### src/rtl/pulse_weight_cell.sv
module pulse_weight_cell #(
  parameter int CNT_W    = 10,
  parameter int SLOPE_W  = 8,
  parameter int WEIGHT_W = 16,
  parameter int FRAC_W   = 2,
  parameter int PULSE_W  = 6
) (
  input  logic                       clk,
  input  logic                       rst_n,
  input  logic signed [SLOPE_W-1:0]  cfg_slope,
  input  logic signed [WEIGHT_W-1:0] cfg_offset,
  input  logic signed [CNT_W-1:0]    cfg_cnt_min,
  input  logic signed [CNT_W-1:0]    cfg_cnt_max,
  input  logic signed [CNT_W-1:0]    cfg_cnt_init,
  input  logic                       upd_valid,
  output logic                       upd_ready,
  input  logic [PULSE_W-1:0]         upd_pulses,
  input  logic                       upd_dec,
  output logic signed [WEIGHT_W-1:0] weight,
  output logic                       weight_valid,
  output logic                       sat_flag
);
  localparam int PROD_W = SLOPE_W + CNT_W;
  localparam int SUM_W  = ((PROD_W > WEIGHT_W) ? PROD_W : WEIGHT_W) + 1;
  localparam logic signed [SUM_W-1:0] W_MAX = SUM_W'((64'd1 << (WEIGHT_W - 1)) - 64'd1);
  localparam logic signed [SUM_W-1:0] W_MIN = ~W_MAX;

  logic signed [CNT_W-1:0]    cnt_q;
  logic [PULSE_W-1:0]         left_q;
  logic                       dec_q;
  logic                       sat_q;
  logic signed [WEIGHT_W-1:0] w_q;
  logic                       wv_q;

  logic signed [PROD_W-1:0]   prod;
  logic signed [PROD_W-1:0]   scaled;
  logic signed [SUM_W-1:0]    off_x;
  logic signed [SUM_W-1:0]    scl_x;
  logic signed [SUM_W-1:0]    sum;
  logic signed [WEIGHT_W-1:0] w_next;
  logic                       at_lim;

  assign prod   = PROD_W'(cfg_slope) * PROD_W'(cnt_q);
  assign scaled = prod >>> FRAC_W;
  assign off_x  = SUM_W'(cfg_offset);
  assign scl_x  = SUM_W'(scaled);
  assign sum    = off_x + scl_x;
  assign w_next = (sum > W_MAX) ? W_MAX[WEIGHT_W-1:0] :
                  (sum < W_MIN) ? W_MIN[WEIGHT_W-1:0] : sum[WEIGHT_W-1:0];
  assign at_lim = dec_q ? (cnt_q <= cfg_cnt_min) : (cnt_q >= cfg_cnt_max);

  assign upd_ready    = (left_q == '0);
  assign weight       = w_q;
  assign weight_valid = wv_q;
  assign sat_flag     = sat_q;

  always_ff @(posedge clk) begin
    if (!rst_n) begin
      cnt_q  <= cfg_cnt_init;
      left_q <= '0;
      dec_q  <= 1'b0;
      sat_q  <= 1'b0;
      w_q    <= '0;
      wv_q   <= 1'b0;
    end else begin
      wv_q <= 1'b1;
      w_q  <= w_next;
      if (upd_valid && upd_ready) begin
        left_q <= upd_pulses;
        dec_q  <= upd_dec;
      end else if (left_q != '0) begin
        if (at_lim) begin
          sat_q  <= 1'b1;
          left_q <= '0;
        end else begin
          cnt_q  <= dec_q ? cnt_q - CNT_W'(1) : cnt_q + CNT_W'(1);
          left_q <= left_q - PULSE_W'(1);
        end
      end
    end
  end
endmodule

### config.mk
export PLATFORM = sky130hd
export DESIGN_NAME = pulse_weight_cell
export DESIGN_NICKNAME = d
export VERILOG_FILES = /design/src/rtl/pulse_weight_cell.sv
export SDC_FILE = /design/constraint.sdc
export NUM_CORES = 1
export LEC_CHECK = 0
export BUFFER_PORTS_ARGS = -buffer_cell sky130_fd_sc_hd__buf_2
export CAP_MARGIN = 10
export CORE_UTILIZATION = 40
export DETAILED_ROUTE_END_ITERATION = 10
export HOLD_SLACK_MARGIN = 0.08
export PLACE_DENSITY = 0.62
export SLEW_MARGIN = 0
export SYNTH_ARGS = -nofsm -noshare
export SYNTH_HDL_FRONTEND = slang
export SYNTH_SLANG_ARGS = --single-unit
export TNS_END_PERCENT = 10
### constraint.sdc
create_clock -name clk -period 17.62 [get_ports clk]
set_clock_uncertainty 0.15 [all_clocks]
set_input_delay 0.881 -clock clk [delete_from_list [all_inputs] [get_ports clk]]
set_output_delay 0.881 -clock clk [all_outputs]
set_load 0.02 [all_outputs]
==> impl_metrics.py <==
metrics = {
    "timing": {
        "rsz0062_at_grt": "false",
        "final_hold_viol_count": 0,
        "min_period_ns": 6.92,
        "slew_headroom": 0.390,
        "fin_crit_sh": 0.393,
        "max_freq_mhz": 145,
        "worst_slew_pin_slew_ns": 0.910,
        "maxSlewViolCount": 0,
        "timing.setup.tns_ns": 0,
        "setup_viol": 0,
    },
    "yosys": {
        "synth_edf_count": 10,
        "syn_inst": 673,
        "async_reset_ff_frac": 0,
        "ys_warn_count": 0,
        "ys_types": 63,
        "synthesis.area_sq_um": 5990,
        "synth-main-ff-cell": "dfxtp_1",
        "ys_seq_elements": 35,
        "syn_nets": 883,
        "avgSynthCellArea_sq_um": 8.90,
        "yosysSeqAreaShare": 0.134,
    },
    "clock_tree": {
        "cts_tree": "built",
        "clkSinkCount": 35,
        "worstSkewPairLatency_ns": 0.29,
        "cts-hold-fix-buffers": 0,
        "clk_path_buf_depth": 2,
        "cts_resized": 0,
        "clkTransAtPathRegs_ns": 0.06,
        "cts-root-buf": "clkbuf_16",
        "htree_levels": 2,
        "cts_buffers": 5,
        "cts_setup_buffers": 0,
    },
    "critical_path": {
        "cpMaxStageDelayCell": "nor3b_2",
        "cp_num_buf_inv": 5,
        "worst-setup-path-type": "primary input to flop",
        "arrival_ns": 6.99,
        "cp-start-kind": "primary input",
        "cp_max_fo": 12,
        "cp_top_family": "adder cells",
        "critical_path.max_stage_delay_ns": 0.64,
        "crit_top_cell": "fa_1",
        "worstSetupEndpointType": "flop",
        "crit_chain": "buf_2 -> clkinv_1 -> fa_1 -> fa_1 -> inv_1 -> fa_1 -> inv_1 -> fa_1 -> inv_1 -> ha_1 -> o21a_1 -> o31a_1 -> o21ai_1 -> o21ai_0 -> a31o_2 -> a21oi_1 -> xnor2_1 -> ha_1 -> a21oi_1 -> o21ai_1 -> o21ai_0 -> o211ai_2 -> nor3b_2 -> a31o_2",
        "cp.required_ns": 17.70,
    },
    "floorplan": {
        "die_w_um": 124,
        "core_area_sq_um": 14600,
        "start_util": 0.411,
        "die-area_sq_um": 15500,
        "num_io_pins": 83,
        "die_h_um": 124,
        "num_rows": 44,
    },
    "detailed_routing": {
        "drc": 0,
        "vias": 4840,
        "viasPerCell": 5.19,
        "wl_met3_um": 395,
        "dr_wl_met2_mm": 6.52,
        "routedWlPerCell_um": 14.2,
        "wl_mm": 13.2,
        "met1_length_mm": 6.14,
        "drt-pass1-iter-count": 4,
        "drt_iter0_drc": 231,
        "ant_nets": 0,
        "top_layer": "met4",
    },
    "placed_design": {
        "place_congestion": 0.843,
        "hpwl_mm": 11.0,
        "placement.io_buffers": 82,
    },
    "cells_and_area": {
        "nFillCells": 1448,
        "final_common_cell": "inv_1",
        "antenna_cells": 0,
        "final_cell_mix": "123 x inv_1, 82 x buf_2, 77 x ha_1",
        "area_growth_pct": 12.0,
        "final_layout_size_suffix_gt1_frac": 0.160,
        "final_nets": 958,
    },
    "global_route": {
        "grt_start_max_net_pins": 39,
        "grt_pass1_vias": 4737,
        "grt_pass1_wl_mm": 22.2,
        "grt_overflow_total": 0,
        "grt_util_all_layers": 0.174,
        "antenna_found_initial": 0,
    },
    "status": {
        "status": "finished clean",
    },
    "job": {
        "maxCapViolCount": 0,
    },
    "min_path": {
        "min_path_type": "flop to flop",
    },
}
==> stage by stage <==
stage	cells	instance area, sq um	worst slack [ns]	hold slack [ns]	utilization
final	933	6710	10.70	0.326	0.460
after global placement	925	6550	10.67	0.297	0.449
after floorplan	673	5990	11.04	0.352	-
after global routing	933	6710	10.22	0.353	0.460
after detailed placement	925	6550	10.46	0.307	0.449
after CTS	933	6710	10.75	0.323	0.460
==> registers in the layout, summed over array words and instances (netlist names) <==
register / cells
cnt_q: 10
dec_q: 1
left_q: 6
sat_flag: 1
weight: 16
weight_valid: 1
==> metal layers <==
| layer | up-vias | track usage |
|---|---|---|
| met5 | - | 0 |
| met4 | 0 | 0.0461 |
| met3 | 11 | 0.0155 |
| met2 | 97 | 0.292 |
| met1 | 2367 | 0.239 |
| li1 | 2365 | - |
==> path summary, 6_finish.rpt <==
| check | slack, ns | endpoint | cells after the start | start |
|---|---|---|---|---|
| max | 10.70 | weight[3]$_SDFF_PN0_ | 24 | cfg_slope[7] |
| min | 0.33 | sat_flag$_SDFFE_PN0P_ | 1 | sat_flag$_SDFFE_PN0P_ |
| min reg2reg | 0.33 | sat_flag$_SDFFE_PN0P_ | 1 | sat_flag$_SDFFE_PN0P_ |
| max reg2reg | 10.74 | weight[3]$_SDFF_PN0_ | 24 | cnt_q[0]$_DFFE_PP_ |
==> cell usage after synthesis, types with 6 or more instances <==
cell type    n  area [sq um]
xnor2_1     32           280
nand2_1     50           188
edfxtp_1    10           300
a31o_2       9          78.8
nor3_1       7          35.0
nor2_1      32           120
a21oi_1     27           135
clkbuf_1     7          26.3
dfxtp_1     25           500
a21o_1      12          90.1
mux2_2       7          78.8
o21ai_0     24           120
ha_1        77           963
fa_1        69          1380
o21a_1      10          75.1
nand3_1      6          30.0
inv_1      123           462
and2_1      43           269
xor2_1      10          87.6
==> final cells by class <==
class,instances,area (sq um),area share
Timing Repair Buffer,82,410,0.0612
Clock inverter,3,38.8,0.00578
Multi-Input combinational cell,500,4640,0.691
Inverter,124,465,0.0694
Clock buffer,5,125,0.0186
Tap cell,184,230,0.0343
Sequential cell,35,801,0.119
==> cells by family after synthesis <==
| group | Yosys count | share of synthesized area |
|---|---|---|
| buf+inv | 138 | 0.0919 |
| compound gates | 130 | 0.155 |
| fa+ha+maj | 146 | 0.391 |
| simple gates | 170 | 0.145 |
| mux | 12 | 0.0215 |
| xor+xnor | 42 | 0.0614 |
| flops | 35 | 0.134 |
Power is left out: the tool's default activity adds up to more than one toggle a clock period on the data nets, which glitch-free logic cannot reach.
